[src/rtl/fir_mac_pkg.sv]
// Package: shared widths for the FIR multiply-accumulate engine.
// Assumes Q15 operands and at most 64 taps.
package fir_mac_pkg;
    localparam int DATA_W  = 16;              // operand and result width
    localparam int ACC_W   = 40;              // accumulator width (8 guard bits)
    localparam int MAX_TAP = 64;              // largest tap count
    localparam int ADDR_W  = $clog2(MAX_TAP); // operand address width
    localparam int TAP_W   = ADDR_W + 1;      // width of the tap count
    localparam int RES_AW  = 4;               // result memory address width
endpackage

[src/rtl/fir_tap_seq.sv]
// Module: fir_tap_seq
// Accepts a start when idle, latches the tap count and rounding choice,
// and steps the shared operand index through 0..L-1. It stays busy for the
// two pipeline cycles that follow, so starts are ignored until the result
// has been written. Assumes 1 <= taps_i <= MAX_TAP.
module fir_tap_seq #(
    parameter int ADDR_W = fir_mac_pkg::ADDR_W,
    parameter int TAP_W  = fir_mac_pkg::TAP_W
) (
    input  logic              clk,
    input  logic              rst_n,
    input  logic              start_i,
    input  logic [TAP_W-1:0]  taps_i,
    input  logic              round_i,
    output logic              accept_o,
    output logic              fetch_en_o,
    output logic              fetch_last_o,
    output logic [ADDR_W-1:0] idx_o,
    output logic              round_o
);
    logic             busy_q;
    logic [TAP_W-1:0] cnt_q;
    logic [TAP_W-1:0] taps_q;
    logic             rnd_q;

    assign accept_o     = start_i && !busy_q;
    assign fetch_en_o   = busy_q && (cnt_q < taps_q);
    assign fetch_last_o = fetch_en_o && (cnt_q == taps_q - TAP_W'(1));
    assign idx_o        = cnt_q[ADDR_W-1:0];
    assign round_o      = rnd_q;

    // Run control: latch on accept, count through fetch and drain, then idle.
    always_ff @(posedge clk) begin
        if (!rst_n) begin
            busy_q <= 1'b0;
            cnt_q  <= '0;
            taps_q <= '0;
            rnd_q  <= 1'b0;
        end else if (accept_o) begin
            busy_q <= 1'b1;
            cnt_q  <= '0;
            taps_q <= taps_i;
            rnd_q  <= round_i;
        end else if (busy_q) begin
            if (cnt_q == taps_q + TAP_W'(1)) busy_q <= 1'b0;
            else                             cnt_q  <= cnt_q + TAP_W'(1);
        end
    end

    // a start during a run leaves the count, tap count and rounding untouched.
    assert_ignore_busy_R7: assert property (@(posedge clk) disable iff (!rst_n)
        (start_i && busy_q && cnt_q != taps_q + TAP_W'(1)) |=>
        (busy_q && cnt_q == $past(cnt_q) + TAP_W'(1) && taps_q == $past(taps_q)
         && rnd_q == $past(rnd_q)));

    // the first fetch cycle after an accept addresses tap 0.
    assert_first_fetch_R2: assert property (@(posedge clk) disable iff (!rst_n)
        accept_o |=> (fetch_en_o && idx_o == '0));
endmodule

[src/rtl/fir_mac_dp.sv]
// Module: fir_mac_dp
// Two-stage arithmetic: a single-cycle signed multiplier fills a product
// register, and the adder behind it adds that product into the accumulator
// one cycle later. Pulses acc_fin_o once the last product has been added.
// Assumes clear_i never coincides with a valid product.
module fir_mac_dp #(
    parameter int DATA_W = fir_mac_pkg::DATA_W,
    parameter int ACC_W  = fir_mac_pkg::ACC_W
) (
    input  logic                     clk,
    input  logic                     rst_n,
    input  logic                     clear_i,
    input  logic                     fetch_en_i,
    input  logic                     fetch_last_i,
    input  logic signed [DATA_W-1:0] coef_i,
    input  logic signed [DATA_W-1:0] samp_i,
    output logic signed [ACC_W-1:0]  acc_o,
    output logic                     acc_fin_o
);
    localparam int PROD_W = 2 * DATA_W;
    localparam int EXT_W  = ACC_W - PROD_W;

    logic signed [PROD_W-1:0] prod_q;
    logic                     prod_vld_q;
    logic                     prod_last_q;
    logic signed [ACC_W-1:0]  acc_q;
    logic                     fin_q;
    logic signed [ACC_W-1:0]  prod_ext;

    assign prod_ext  = {{EXT_W{prod_q[PROD_W-1]}}, prod_q};
    assign acc_o     = acc_q;
    assign acc_fin_o = fin_q;

    // Multiply stage: register the full product of this cycle's operands.
    always_ff @(posedge clk) begin
        if (!rst_n) begin
            prod_q      <= '0;
            prod_vld_q  <= 1'b0;
            prod_last_q <= 1'b0;
        end else begin
            if (fetch_en_i) prod_q <= coef_i * samp_i;
            prod_vld_q  <= fetch_en_i;
            prod_last_q <= fetch_last_i;
        end
    end

    // Accumulate stage: clear on start, else add the previous cycle's product.
    always_ff @(posedge clk) begin
        if (!rst_n) begin
            acc_q <= '0;
            fin_q <= 1'b0;
        end else begin
            if (clear_i)         acc_q <= '0;
            else if (prod_vld_q) acc_q <= acc_q + prod_ext;
            fin_q <= prod_last_q;
        end
    end

    // an accepted start leaves a zero accumulator.
    assert_acc_clear_R8: assert property (@(posedge clk) disable iff (!rst_n)
        clear_i |=> (acc_q == '0));

    // the final-sum marker lasts one cycle.
    assert_fin_pulse_R6: assert property (@(posedge clk) disable iff (!rst_n)
        fin_q |=> !fin_q);
endmodule

[src/rtl/fir_result_out.sv]
// Module: fir_result_out
// Scales the final accumulator from Q30 to Q15. It can round half up
// first, then saturates to the operand width and registers one write
// into the result memory. The write address advances after every write.
// Assumes acc_i is stable during the cycle fin_i is high.
module fir_result_out #(
    parameter int DATA_W = fir_mac_pkg::DATA_W,
    parameter int ACC_W  = fir_mac_pkg::ACC_W,
    parameter int RES_AW = fir_mac_pkg::RES_AW
) (
    input  logic                     clk,
    input  logic                     rst_n,
    input  logic                     fin_i,
    input  logic                     round_i,
    input  logic signed [ACC_W-1:0]  acc_i,
    output logic                     we_o,
    output logic [RES_AW-1:0]        addr_o,
    output logic signed [DATA_W-1:0] data_o
);
    localparam int FRAC = DATA_W - 1;
    localparam logic signed [ACC_W-1:0] ONE  = ACC_W'(1);
    localparam logic signed [ACC_W-1:0] HALF = ONE <<< (FRAC - 1);
    localparam logic signed [ACC_W-1:0] MAXV = (ONE <<< FRAC) - ONE;
    localparam logic signed [ACC_W-1:0] MINV = -(ONE <<< FRAC);

    logic signed [ACC_W-1:0]  biased;
    logic signed [ACC_W-1:0]  scaled;
    logic signed [DATA_W-1:0] clipped;
    logic                     we_q;
    logic [RES_AW-1:0]        addr_q;
    logic signed [DATA_W-1:0] data_q;

    // Rounding, scaling and saturation of the finished sum.
    always_comb begin
        biased = acc_i + (round_i ? HALF : '0);
        scaled = biased >>> FRAC;
        if (scaled > MAXV)      clipped = MAXV[DATA_W-1:0];
        else if (scaled < MINV) clipped = MINV[DATA_W-1:0];
        else                    clipped = scaled[DATA_W-1:0];
    end

    // Write register and result address pointer.
    always_ff @(posedge clk) begin
        if (!rst_n) begin
            we_q   <= 1'b0;
            addr_q <= '0;
            data_q <= '0;
        end else begin
            we_q <= fin_i;
            if (fin_i) data_q <= clipped;
            if (we_q)  addr_q <= addr_q + RES_AW'(1);
        end
    end

    assign we_o   = we_q;
    assign addr_o = addr_q;
    assign data_o = data_q;

    // every write moves the result address on by one.
    assert_addr_step_R9: assert property (@(posedge clk) disable iff (!rst_n)
        we_q |=> (addr_q == $past(addr_q) + RES_AW'(1)));

    // a write is always followed by a cycle without one.
    assert_we_pulse_R6: assert property (@(posedge clk) disable iff (!rst_n)
        we_q |=> !we_q);
endmodule

[src/rtl/fir_mac_engine.sv]
// Module: fir_mac_engine (top)
// One FIR output sample per start. It reads both operand memories through
// separate same-cycle ports, runs the two-stage multiply-accumulate, and
// writes the scaled result to a third memory with a done pulse.
// Assumes operand memories return data in the cycle the address is valid.
module fir_mac_engine #(
    parameter int DATA_W = fir_mac_pkg::DATA_W,
    parameter int ACC_W  = fir_mac_pkg::ACC_W,
    parameter int ADDR_W = fir_mac_pkg::ADDR_W,
    parameter int TAP_W  = fir_mac_pkg::TAP_W,
    parameter int RES_AW = fir_mac_pkg::RES_AW
) (
    input  logic              clk,
    input  logic              rst_n,
    input  logic              start_i,
    input  logic [TAP_W-1:0]  taps_i,
    input  logic              round_i,
    output logic              rd_en_o,
    output logic [ADDR_W-1:0] coef_addr_o,
    input  logic [DATA_W-1:0] coef_data_i,
    output logic [ADDR_W-1:0] samp_addr_o,
    input  logic [DATA_W-1:0] samp_data_i,
    output logic              res_we_o,
    output logic [RES_AW-1:0] res_addr_o,
    output logic [DATA_W-1:0] res_data_o,
    output logic              done_o
);
    logic                     accept;
    logic                     fetch_en;
    logic                     fetch_last;
    logic [ADDR_W-1:0]        idx;
    logic                     rnd;
    logic signed [ACC_W-1:0]  acc;
    logic                     acc_fin;
    logic                     we;
    logic signed [DATA_W-1:0] rdata;

    fir_tap_seq #(.ADDR_W(ADDR_W), .TAP_W(TAP_W)) u_seq (
        .clk(clk), .rst_n(rst_n), .start_i(start_i), .taps_i(taps_i),
        .round_i(round_i), .accept_o(accept), .fetch_en_o(fetch_en),
        .fetch_last_o(fetch_last), .idx_o(idx), .round_o(rnd)
    );

    fir_mac_dp #(.DATA_W(DATA_W), .ACC_W(ACC_W)) u_dp (
        .clk(clk), .rst_n(rst_n), .clear_i(accept), .fetch_en_i(fetch_en),
        .fetch_last_i(fetch_last), .coef_i(coef_data_i), .samp_i(samp_data_i),
        .acc_o(acc), .acc_fin_o(acc_fin)
    );

    fir_result_out #(.DATA_W(DATA_W), .ACC_W(ACC_W), .RES_AW(RES_AW)) u_out (
        .clk(clk), .rst_n(rst_n), .fin_i(acc_fin), .round_i(rnd),
        .acc_i(acc), .we_o(we), .addr_o(res_addr_o), .data_o(rdata)
    );

    assign rd_en_o     = fetch_en;
    assign coef_addr_o = idx;
    assign samp_addr_o = idx;
    assign res_we_o    = we;
    assign res_data_o  = rdata;
    assign done_o      = we;

    // the operand ports carry one shared index whenever they are read.
    assert_same_index_R2: assert property (@(posedge clk) disable iff (!rst_n)
        rd_en_o |-> (coef_addr_o == samp_addr_o));
endmodule

[config.mk]
export PLATFORM = sky130hd
export DESIGN_NAME = fir_mac_engine
export DESIGN_NICKNAME = d
export VERILOG_FILES = /design/src/rtl/fir_mac_pkg.sv /design/src/rtl/fir_tap_seq.sv /design/src/rtl/fir_mac_dp.sv /design/src/rtl/fir_result_out.sv /design/src/rtl/fir_mac_engine.sv
export SDC_FILE = /design/constraint.sdc
export NUM_CORES = 1
export LEC_CHECK = 0
export ABC_AREA = 1
export BUFFER_PORTS_ARGS = -buffer_cell sky130_fd_sc_hd__buf_2
export CORE_MARGIN = 5
export CORE_UTILIZATION = 35
export CTS_CLUSTER_SIZE = 20
export DETAILED_ROUTE_END_ITERATION = 8
export GPL_TIMING_DRIVEN = 0
export MAX_ROUTING_LAYER = met4
export PLACE_DENSITY = 0.59
export SKIP_LAST_GASP = 1
export SLEW_MARGIN = 10
export SYNTH_ARGS = -nofsm -noshare
export SYNTH_HDL_FRONTEND = slang
export SYNTH_SLANG_ARGS = --single-unit
[constraint.sdc]
create_clock -name clk -period 8.4 [get_ports clk]
set_input_delay 1.26 -clock clk [delete_from_list [all_inputs] [get_ports clk]]
set_output_delay 1.26 -clock clk [all_outputs]
set_load 0.03 [all_outputs]
==> key figures <==
Floorplanning
  – Core area: ~52000 sq um
  – Die X: 240 um
  – Die ar.: approximately 57000 sq um
  – Rows: between 80 and 90
  – Initial cell density of the core: 0.352
  – Num ports: 78
  – Die Y: 240 um

Drt
  – Drt first pass iters: 6
  – ANT nets after route: 0
  – Total Wirelength: 54600 um
  – Vias per cell: roughly 5
  – Remaining DRCs: 0
  – Routed via count: approximately 16000
  – DR iter-0 viols: 963
  – WL per Instance: roughly 16 um

Critical path
  – Peak fanout along the critical path: 10
  – Setup crit start kind: input port
  – Slowest stage delay, CP: 670 ps
  – Req. time, crit path: 8680 ps
  – Crit-path most repeated cell: fa_1
  – Crit path DAT: 8070 ps
  – Reg2Reg Setup Slack: 5030 ps
  – CP Cell Sequence: clkbuf_1 > clkbuf_1 > nand2_1 > fa_1 > fa_1 > inv_1 > fa_1 > fa_1 > fa_1 > inv_1 > fa_1 > inv_1 > ha_1 > nand2_1 > nor3_1 > nand4_1 > nand3_1 > a21o_1 > nand2_1 > nand3_1 > nand3_1 > nand2_1 > inv_1
  – Critical path class: input port to flop
  – Worst path slowest cell: clkbuf_1
  – CP endpoint kind: flop

Synth
  – Seq/Total Area, Yosys: 0.121
  – FF+latch count, synth: 112
  – Syn Std Cell Area: between 15000 and 20000 sq um
  – Mux share of post-synthesis cell area: 0
  – Xor/xnor share of the synthesized area: 0.0308
  – Post-synth top area cell: fa_1
  – Top cells by area, synth: fa_1 29%, inv_1 13%, dfxtp_1 12%, nand2_1 11%, ha_1 9.0%
  – Top cell type's share of synthesized area: 0.285
  – Cells after synthesis: 2581
  – Ys async rst share: 0
  – Synth cell types: 52
  – Syn_nets: 3020
  – Number of synthesized flops with an enable pin: 0
  – Top_reg_cell synth: dfxtp_1
  – Largest family of logic cells by synthesized area: adder cells
  – Compound-Gate Fraction of Synth Area: 0.112
  – Synth Area in Adders: 0.375
  – Area share of and/or/nand/nor cells after synthesis: 0.206
  – Syn_area_per_cell: 7.15 sq um
  – Warnings from Yosys: 0

Cells and area
  – Layout cell share with drive strength beyond 1: 0.0600
  – Layout fillers: 5574
  – Layout area overhead: 7.73%
  – Diode count: 0
  – Final Non-Filler Cells: about 3300
  – NumNets Final: 3084

Timing
  – Setup Total Neg Slack: 0 ps
  – Final Cycle Share: 0.927
  – Worst setup margin: roughly 610 ps
  – Min Tclk post-route: 7790 ps
  – Final setup viols: 0
  – Slew HR: 0.459
  – RSZ-0062 raised after global routing: no
  – WHS: 431 ps
  – Max Slew Vio Count: 0
  – F_max: 128 MHz
  – Hold Fails Final Rpt: 0
  – Measured slew at the worst slew-check pin: between 800 and 900 ps
  – Clock skew: roughly 9.5 ps

Clock network
  – CTS clk-pin slew, worst paths: 90 ps
  – Clk buf depth: 2
  – Setup bufs post-CTS: 0
  – Cts repair resizes: 0
  – Clock root cell: clkbuf_16
  – # clock sinks: roughly 110
  – CTS tree: done
  – Cts hold-fix bufs: 0
  – # H-tree levels: 3
  – Clock buffer count from CTS: 9
  – Clock latency on the worst-skew pair: around 370 ps

Global route
  – First-pass GRT wire length: about 88000 um
  – Largest net degree at the start of global routing: 22
  – Initial antenna violation count: 0
  – GRT overflow: 0
  – Gr usage total: 0.197
  – Vias in the first global route: about 16000

Place
  – Pre-CTS WS: 377 ps
  – RePlAce Congestion: 0.974
  – IO Port Bufs: 53
  – Hpwl dp: 47200 um
  – Cells after DPL: ~3300

Hold path
  – Hold Crit Class: flop to flop

Status
  – Status: finished, final reports clean

Run
  – # Max-Cap Violations: 0
==> state kept, by name, summed over array words and instances, names as in the netlist, 4 cells and up <==
signal	flops
u_seq.taps_q	7
u_dp.prod_q	32
u_out.addr_o	4
u_dp.acc_o	40
u_out.data_o	16
u_seq.cnt_q	7
==> worst max-delay path, delay by kind of cell <==
family          cells  cell delay (ps)
buf+inv             6             1580
simple gates        9             1500
compound gates      1              190
fa+ha+maj           7             3520
==> Yosys cell counts (4+ instances only) <==
| cell | instances |
|---|---|
| fa_1 | 263 |
| xnor2_1 | 25 |
| ha_1 | 133 |
| inv_1 | 632 |
| a21oi_1 | 142 |
| a31oi_1 | 7 |
| nand3_1 | 83 |
| nor2_2 | 7 |
| buf_4 | 13 |
| nor3_1 | 23 |
| o21ai_0 | 134 |
| or2_2 | 12 |
| o211ai_1 | 13 |
| xor2_1 | 40 |
| nand2_1 | 541 |
| nor2_4 | 4 |
| a21oi_2 | 12 |
| nor2_1 | 184 |
| dfxtp_1 | 112 |
| o21a_1 | 10 |
| nand3_2 | 4 |
| nand4_1 | 18 |
| nand2_2 | 20 |
| a21o_1 | 12 |
| clkbuf_1 | 76 |
| o21bai_1 | 15 |
==> kinds of logic (layout without fill, tap and decap cells) <==
logic type / count (synthesis) / after routing
AO/OA/AOI/OAI: 363 / 363
XOR/XNOR: 65 / 65
adder cells (fa/ha/maj): 396 / 396
buffers and inverters: 735 / 804
flip-flops: 112 / 112
AND/OR/NAND/NOR: 910 / 910
==> through the flow <==
step,cell area [sq um],utilization
6_report,19900,0.379
5_1_grt,19900,0.379
4_1_cts,19900,0.379
3_5_place_dp,19600,0.373
3_3_place_gp,19600,0.373
2_1_floorplan,18500,-
==> layout by cell type (no fill, tap or decap), types with 10 or more instances in the layout <==
cell type | netlist | layout
a21o_1 | 12 | 12
a21oi_1 | 142 | 142
a21oi_2 | 12 | 12
buf_2 | 2 | 55
buf_4 | 13 | 13
clkbuf_1 | 76 | 76
dfxtp_1 | 112 | 112
fa_1 | 263 | 263
ha_1 | 133 | 133
inv_1 | 632 | 632
nand2_1 | 541 | 541
nand2_2 | 20 | 20
nand3_1 | 83 | 83
nand4_1 | 18 | 18
nor2_1 | 184 | 184
nor3_1 | 23 | 23
o211ai_1 | 13 | 13
o21a_1 | 10 | 10
o21ai_0 | 134 | 134
o21bai_1 | 15 | 15
or2_2 | 12 | 12
xnor2_1 | 25 | 25
xor2_1 | 40 | 40
==> worst paths after layout <==
path                                       start              end  cells past startpoint
worst max register to register    u_dp.prod_q[0]   u_dp.acc_o[22]                     13
worst max-delay path              samp_data_i[5]  u_dp.prod_q[29]                     23
worst min-delay path            u_dp.prod_last_q   u_dp.acc_fin_o                      2
worst min register to register  u_dp.prod_last_q   u_dp.acc_fin_o                      2
==> final cells by class <==
class	instances	area [sq um]	share of cell area
Timing Repair Buffer	53	265	0.0133
Multi-Input combinational cell	1734	13400	0.672
Tap cell	688	861	0.0433
Clock buffer	9	225	0.0113
Buffer	97	452	0.0227
Sequential cell	112	2240	0.113
Inverter	638	2400	0.121
Clock inverter	7	75.1	0.00378
==> routing by layer <==
metal / up-vias / track usage / share of wire
met5: - / - / 0
li1: 7895 / - / -
met1: 7995 / 0.276 / 0.47
met3: 60 / 0.0221 / 0.055
met2: 410 / 0.314 / 0.45
met4: 0 / 0.0356 / 0.018
Power is not shown: default switching activity piles up to over one toggle a cycle in this logic, so the estimate is an artifact.
